`src/rtl/lsc_pkg.sv`:
```
package lsc_pkg;

   localparam int unsigned WORD_W = 32;
   localparam int unsigned RIDX_W = 5;

   localparam logic [5:0] OPC_REG   = 6'd0;
   localparam logic [5:0] OPC_ADDI  = 6'd8;
   localparam logic [5:0] OPC_LOAD  = 6'd35;
   localparam logic [5:0] OPC_STORE = 6'd43;

   localparam logic [5:0] FN_ADD = 6'd32;
   localparam logic [5:0] FN_SUB = 6'd34;

   typedef enum logic [2:0] {
      K_NOP,
      K_ADD,
      K_SUB,
      K_ADDI,
      K_LOAD,
      K_STORE
   } kind_e;

   typedef struct packed {
      kind_e               kind;
      logic [RIDX_W-1:0]   src_a;
      logic [RIDX_W-1:0]   src_b;
      logic [RIDX_W-1:0]   dst;
      logic [WORD_W-1:0]   imm;
      logic                use_imm;
      logic                subtract;
      logic                wr_reg;
      logic                mem_rd;
      logic                mem_wr;
      logic                bad;
   } dec_t;

endpackage

```
`src/rtl/lsc_decode.sv`:
```
module lsc_decode
   import lsc_pkg::*;
(
   input  logic [WORD_W-1:0] insn,
   output dec_t              dec
);

   logic [5:0] opc;
   logic [5:0] fn;

   assign opc = insn[31:26];
   assign fn  = insn[5:0];

   always_comb begin
      dec          = '0;
      dec.kind     = K_NOP;
      dec.src_a    = insn[25:21];
      dec.src_b    = insn[20:16];
      dec.imm      = {{(WORD_W-16){insn[15]}}, insn[15:0]};
      case (opc)
         OPC_REG: begin
            case (fn)
               FN_ADD: begin
                  dec.kind   = K_ADD;
                  dec.dst    = insn[15:11];
                  dec.wr_reg = 1'b1;
               end
               FN_SUB: begin
                  dec.kind     = K_SUB;
                  dec.dst      = insn[15:11];
                  dec.wr_reg   = 1'b1;
                  dec.subtract = 1'b1;
               end
               default: dec.bad = 1'b1;
            endcase
         end
         OPC_ADDI: begin
            dec.kind    = K_ADDI;
            dec.dst     = insn[20:16];
            dec.use_imm = 1'b1;
            dec.wr_reg  = 1'b1;
         end
         OPC_LOAD: begin
            dec.kind    = K_LOAD;
            dec.dst     = insn[20:16];
            dec.use_imm = 1'b1;
            dec.wr_reg  = 1'b1;
            dec.mem_rd  = 1'b1;
         end
         OPC_STORE: begin
            dec.kind    = K_STORE;
            dec.use_imm = 1'b1;
            dec.mem_wr  = 1'b1;
         end
         default: dec.bad = 1'b1;
      endcase
   end

endmodule

```
`src/rtl/lsc_regfile.sv`:
```
module lsc_regfile #(
   parameter int unsigned DATA_W = 32,
   parameter int unsigned DEPTH  = 32,
   parameter bit          ZERO_R0 = 1'b1,
   localparam int unsigned AW    = $clog2(DEPTH)
) (
   input  logic              clk,
   input  logic              rst_n,
   input  logic [AW-1:0]     ra_addr,
   output logic [DATA_W-1:0] ra_data,
   input  logic [AW-1:0]     rb_addr,
   output logic [DATA_W-1:0] rb_data,
   input  logic              wr_en,
   input  logic [AW-1:0]     wr_addr,
   input  logic [DATA_W-1:0] wr_data
);

   if (DEPTH < 2 || DEPTH != (1 << AW)) begin : g_bad_depth
      $error("lsc_regfile: DEPTH must be a power of two of at least 2");
   end

   logic [DEPTH-1:0][DATA_W-1:0] cells;

   for (genvar i = 0; i < DEPTH; i++) begin : g_cell
      if (ZERO_R0 && i == 0) begin : g_zero
         assign cells[i] = '0;
      end else begin : g_flop
         logic [DATA_W-1:0] q;
         always_ff @(posedge clk or negedge rst_n) begin
            if (!rst_n)
               q <= '0;
            else if (wr_en && wr_addr == AW'(i))
               q <= wr_data;
         end
         assign cells[i] = q;
      end
   end

   assign ra_data = cells[ra_addr];
   assign rb_data = cells[rb_addr];

   // a write to a nonzero register is visible on a port reading it next cycle
   a_r1_write_lands: assert property (@(posedge clk) disable iff (!rst_n)
      (wr_en && wr_addr != '0 && ra_addr == wr_addr) |=>
         ($stable(ra_addr) |-> ra_data == $past(wr_data)));

   // register 0 never yields a nonzero value
   a_r2_zero_holds: assert property (@(posedge clk) disable iff (!rst_n)
      (rb_addr == '0) |-> (rb_data == '0));

endmodule

```
`src/rtl/lsc_alu.sv`:
```
module lsc_alu #(
   parameter int unsigned DATA_W = 32
) (
   input  logic              subtract,
   input  logic [DATA_W-1:0] a,
   input  logic [DATA_W-1:0] b,
   output logic [DATA_W-1:0] y
);

   logic [DATA_W-1:0] b_eff;

   assign b_eff = subtract ? ~b : b;
   assign y     = a + b_eff + {{(DATA_W-1){1'b0}}, subtract};

endmodule

```
`src/rtl/lsc_core.sv`:
```
module lsc_core
   import lsc_pkg::*;
#(
   parameter int unsigned XLEN  = 32,
   parameter int unsigned NREG  = 32,
   localparam int unsigned IDX_W = XLEN - 2
) (
   input  logic            clk,
   input  logic            rst_n,
   output logic [XLEN-1:0] imem_addr,
   input  logic [XLEN-1:0] imem_rdata,
   output logic [IDX_W-1:0] dmem_idx,
   input  logic [XLEN-1:0] dmem_rdata,
   output logic [XLEN-1:0] dmem_wdata,
   output logic            dmem_re,
   output logic            dmem_we,
   output logic            misalign,
   output logic            illegal
);

   if (XLEN != WORD_W) begin : g_bad_xlen
      $error("lsc_core: XLEN must equal the fixed instruction width");
   end
   if (NREG != (1 << RIDX_W)) begin : g_bad_nreg
      $error("lsc_core: NREG must match the 5-bit register fields");
   end

   logic [XLEN-1:0] pc;
   dec_t            dec;
   logic [XLEN-1:0] rs_val;
   logic [XLEN-1:0] rt_val;
   logic [XLEN-1:0] opb;
   logic [XLEN-1:0] alu_y;
   logic [XLEN-1:0] wb_data;
   logic            is_mem;
   logic            rf_we;

   always_ff @(posedge clk or negedge rst_n) begin
      if (!rst_n)
         pc <= '0;
      else
         pc <= pc + XLEN'(4);
   end

   assign imem_addr = pc;

   lsc_decode u_dec (
      .insn (imem_rdata),
      .dec  (dec)
   );

   lsc_regfile #(
      .DATA_W  (XLEN),
      .DEPTH   (NREG),
      .ZERO_R0 (1'b1)
   ) u_rf (
      .clk     (clk),
      .rst_n   (rst_n),
      .ra_addr (dec.src_a),
      .ra_data (rs_val),
      .rb_addr (dec.src_b),
      .rb_data (rt_val),
      .wr_en   (rf_we),
      .wr_addr (dec.dst),
      .wr_data (wb_data)
   );

   assign opb = dec.use_imm ? dec.imm : rt_val;

   lsc_alu #(.DATA_W(XLEN)) u_alu (
      .subtract (dec.subtract),
      .a        (rs_val),
      .b        (opb),
      .y        (alu_y)
   );

   assign is_mem     = dec.mem_rd | dec.mem_wr;
   assign misalign   = is_mem && (alu_y[1:0] != 2'b00);
   assign illegal    = dec.bad;
   assign dmem_idx   = alu_y[XLEN-1:2];
   assign dmem_wdata = rt_val;
   assign dmem_re    = dec.mem_rd && !misalign;
   assign dmem_we    = dec.mem_wr && !misalign;
   assign wb_data    = dec.mem_rd ? dmem_rdata : alu_y;
   assign rf_we      = dec.wr_reg && !(dec.mem_rd && misalign);

   // program counter steps by one word per cycle
   a_r7_pc_step: assert property (@(posedge clk) disable iff (!rst_n)
      rst_n |=> (imem_addr == $past(imem_addr) + XLEN'(4)));

   // a misaligned access touches neither memory nor registers
   a_r8_no_access: assert property (@(posedge clk) disable iff (!rst_n)
      misalign |-> (!dmem_we && !dmem_re && !rf_we));

   // an unrecognised encoding has no side effects
   a_r9_quiet: assert property (@(posedge clk) disable iff (!rst_n)
      illegal |-> (!dmem_we && !rf_we && !misalign && !dmem_re));

   // a store never writes back
   a_r6_store_no_wb: assert property (@(posedge clk) disable iff (!rst_n)
      dmem_we |-> !rf_we);

   // the subtract result added back to the subtrahend gives the minuend
   a_r3_sub_inverse: assert property (@(posedge clk) disable iff (!rst_n)
      dec.subtract |-> ((alu_y + opb) == rs_val));

endmodule

```
`config.mk`:
```
export PLATFORM = sky130hd
export DESIGN_NAME = lsc_core
export DESIGN_NICKNAME = d
export VERILOG_FILES = /design/src/rtl/lsc_pkg.sv /design/src/rtl/lsc_decode.sv /design/src/rtl/lsc_regfile.sv /design/src/rtl/lsc_alu.sv /design/src/rtl/lsc_core.sv
export SDC_FILE = /design/constraint.sdc
export NUM_CORES = 2
export LEC_CHECK = 0
export BUFFER_PORTS_ARGS = -buffer_cell sky130_fd_sc_hd__buf_2
export CORE_MARGIN = 3
export CORE_UTILIZATION = 57
export DETAILED_ROUTE_END_ITERATION = 10
export PLACE_DENSITY = 0.77
export SYNTH_ARGS = -nofsm -noshare
export SYNTH_HDL_FRONTEND = slang
export SYNTH_SLANG_ARGS = --single-unit
```
`constraint.sdc`:
```
create_clock -name clk -period 6.03 [get_ports clk]
set_input_delay 0.603 -clock clk [delete_from_list [all_inputs] [get_ports clk]]
set_output_delay 0.603 -clock clk [all_outputs]
set_load 0.03 [all_outputs]
```
==> results.json <==
{
  "drcViolationCount": 0,
  "cp.required_ps": 5430,
  "critPathCaptureType": "output port",
  "syn_inst": 4967,
  "critPathArrivalTime_ps": 5270,
  "maxCapViolCount": 0,
  "synth_mux_area_share_pct": 25.8,
  "synth_top_family_by_area": "multiplexers",
  "placementRows": 114,
  "ys_top_cells_by_count": "dfrtp_1 (1022), nand2_1 (849), mux4_2 (554)",
  "ant_nets": 0,
  "n_fill_cell": 6826,
  "cts_tree": "built",
  "leakage_nw": 27.8,
  "finalSetupViolCount": 0,
  "place_ws_ps": 8.61,
  "synth_top_flop_cell": "dfrtp_1",
  "cp.depth": 20,
  "layout-drive-gt1-share_pct": 29.4,
  "tightest_slew_ps": 1090,
  "cpPeakStageDelay_ps": 520,
  "overflow": 0,
  "path_buf_inv": 5,
  "stdcell_count": 6492,
  "grt_pass1_vias": 45400,
  "cts_sinks": 1022,
  "drt-total-wl_mm": 187,
  "core_um2": 97600,
  "status": "completed",
  "finalWorstSetupSlack_ps": 155,
  "dp_cells": 6287,
  "antenna_found_initial": 5,
  "period_share_pct": 97.4,
  "regArea_um2": 25600,
  "track_usage_pct": 36.5,
  "routabilityCongestion": 0.988,
  "detail_route.wl_per_cell_um": 28.9,
  "clockRootBuffer": "clkbuf_16",
  "clk_latency_ps": 730,
  "cts.htree.levels": 3,
  "skew_ps": 45.8,
  "switching_power_w": 0.00378,
  "multiInputGateArea_um2": 29300,
  "synth_adder_area_share_pct": 0.721,
  "seqPwrFrac_pct": 45.0,
  "synth_xor_area_share_pct": 1.30,
  "clock_power_share_pct": 46.4,
  "synth_warnings": 0,
  "reg2reg_depth": 18,
  "switching_share_pct": 24.5,
  "intPower_w": 0.0116,
  "synthArstFlopShare_pct": 100,
  "maxSlewHeadroom_pct": 27.2,
  "drt_iter0_markers": 6745,
  "nets": 5225,
  "synth_top_cell_area_share_pct": 45.2,
  "yosys.area.top_type": "dfrtp_1",
  "p_per_area_nw_per_um2": 238,
  "viasPerCell": 7.03,
  "netlist_top_cells_area": "dfrtp_1 (45%), mux4_2 (22%), nand2_1 (5.6%)",
  "peakVddDrop_mv": 0.232,
  "synth_edf_count": 0,
  "start_util_pct": 58.0,
  "path_clk_slew_ps": 60,
  "synth_most_common_cell": "dfrtp_1",
  "hp-class": "in2reg",
  "syn_to_final_growth_pct": 14.3,
  "critPathMaxFanout": 23,
  "grt_max_degree": 168,
  "crit_type": "in2out",
  "cts_max_path_buffers": 3,
  "min_period_ps": 5870,
  "grt_pass1_wl_mm": 283,
  "die_h_um": 321,
  "synth.distinct_cells": 87,
  "numCtsBuffers": 107,
  "hold_viol": 0,
  "firstDrtPassIters": 8,
  "hpwl_mm": 122,
  "crit_slowest_cell": "mux4_2",
  "die_area_um2": 103000,
  "crit_end": "dmem_idx[27]",
  "avgSynthCellArea_um2": 11.4,
  "cp-start-kind": "input pin",
  "vias": 45600,
  "path_cells": "buf_16 -> buf_16 -> buf_12 -> buf_12 -> mux4_2 -> mux4_2 -> mux2_2 -> a21boi_1 -> xor2_1 -> ha_1 -> a21oi_1 -> o21bai_1 -> a21o_1 -> a31oi_1 -> nor2_1 -> a221oi_1 -> o21ai_0 -> o21ai_0 -> and2_1 -> buf_2",
  "r2r_setup_slack_ps": 890,
  "crit_family": "compound AO/OA/AOI/OAI gates",
  "portBuffers": 161,
  "synth_area_um2": 56600,
  "synth-seq-cells": 1022,
  "drv_slew": 0,
  "max_freq_mhz": 170,
  "critPathLaunch": "imem_rdata[16]",
  "ys_seq_area_share_pct": 45.2,
  "comb_power_share_pct": 8.6,
  "die_w_um": 321,
  "r2r_start": "u_rf.g_cell[27].g_flop.q[5]",
  "synth-simple-area-share_pct": 10.2,
  "io_pins": 164,
  "synth_compound_area_share_pct": 13.1,
  "reg2reg_to": "u_rf.g_cell[4].g_flop.q[25]"
}
==> cell type report <==
cell class | count | share of cell area (%)
well taps | 1276 | 2.47
flip-flops and latches | 1022 | 39.5
inverters | 24 | 0.139
multi-input cells | 3452 | 45.2
diodes | 3 | 0.0116
clock inverters | 43 | 1.09
clock buffers | 152 | 4.80
repair buffers | 520 | 6.71
==> cells in the final DEF (no fill, tap or decap), types with 33 or more instances in the layout <==
cell,netlist,routed
buf_2,39,152
mux2_2,94,93
o31ai_1,33,33
mux2i_1,100,80
xor2_1,40,39
o21ai_1,239,243
a21oi_1,263,260
a21oi_2,51,53
nand2_1,849,844
dfrtp_1,1022,1022
clkbuf_16,0,108
buf_12,0,57
nor2_1,261,257
buf_4,36,298
xnor2_1,41,37
mux4_2,554,554
o21ai_0,501,494
==> worst min-delay path by stage <==
| stage | from | to | slack (ps) | cells after the start |
|---|---|---|---|---|
| 6_report | dmem_rdata[27] | u_rf.g_cell[1].g_flop.q[27] | 400 | 4 |
| 5_1_grt | dmem_rdata[27] | u_rf.g_cell[29].g_flop.q[27] | 410 | 4 |
| 4_1_cts | dmem_rdata[27] | u_rf.g_cell[9].g_flop.q[27] | 360 | 4 |
| 3_5_place_dp | imem_addr[31] | imem_addr[31] | 470 | 1 |
| 3_3_place_gp | imem_addr[31] | imem_addr[31] | 460 | 1 |
| 2_1_floorplan | rst_n | imem_addr[10] | 310 | 0 |
==> metrics by stage <==
stage / cell area [um2] / power [W] / hold WS, ps / setup TNS (ps) / util, %
3_5_place_dp: 60700 / 0.00836 / 474 / 0 / 62.2
3_3_place_gp: 60700 / 0.00834 / 462 / -45.4 / 62.2
6_report: 64700 / 0.0154 / 396 / 0 / 66.3
5_1_grt: 64700 / 0.0158 / 410 / -2.34 / 66.3
4_1_cts: 64500 / 0.0154 / 358 / 0 / 66.2
2_1_floorplan: 56700 / 0.00778 / 307 / -9.52 / -
==> metal layers <==
| metal | global-route usage, % | vias to the layer above | wire length [um] |
|---|---|---|---|
| met4 | 20.4 | 6 | 12400 |
| li1 | - | 18600 | - |
| met3 | 12.0 | 816 | 25000 |
| met5 | 0 | - | 38 |
| met1 | 48.0 | 22800 | 67200 |
| met2 | 54.2 | 3390 | 82800 |
==> flip-flops by register name (all words and copies together), names as in the netlist <==
signal / cells
u_rf.g_cell.g_flop.q: 992
imem_addr: 30
==> timing repair <==
action | 4_1_cts | 5_1_grt
hold buffers | 1 | 0
setup endpoints to repair | 1 | 11
buffers inserted | 0 | 6
cloned | 0 | 1
resized for setup | 1 | 26
hold endpoints to repair | 1 | 0
pin swaps | 0 | 1
==> tightest hold or removal path, delay by kind of cell <==
| family | cells | cell delay [ps] |
|---|---|---|
| AOI/OAI and AO/OA | 1 | 110 |
| and+or+nand+nor | 2 | 280 |
| buffers and inverters | 1 | 80 |
==> power groups by stage <==
stage | sequential, W | clock (W) | combinational [W]
after floorplan | 0.00706 | 0 | 0.000725
after global placement | 0.00707 | 0 | 0.00128
after detailed placement | 0.00707 | 0 | 0.00129
after CTS | 0.00694 | 0.00718 | 0.00130
after global routing | 0.00695 | 0.00749 | 0.00140
final | 0.00695 | 0.00715 | 0.00133
==> cells by family (layout without fill, tap and decap cells) <==
| kind of cell | count (synthesis) | count (layout) |
|---|---|---|
| and+or+nand+nor | 1301 | 1301 |
| buffers and inverters | 494 | 739 |
| adders and majority gates | 32 | 32 |
| muxes | 751 | 751 |
| other | 1 | 5 |
| AOI/OAI and AO/OA | 1284 | 1284 |
| xor gates and xnor gates | 82 | 82 |
| DFF | 1022 | 1022 |
Power figures use the tool's default switching activity.
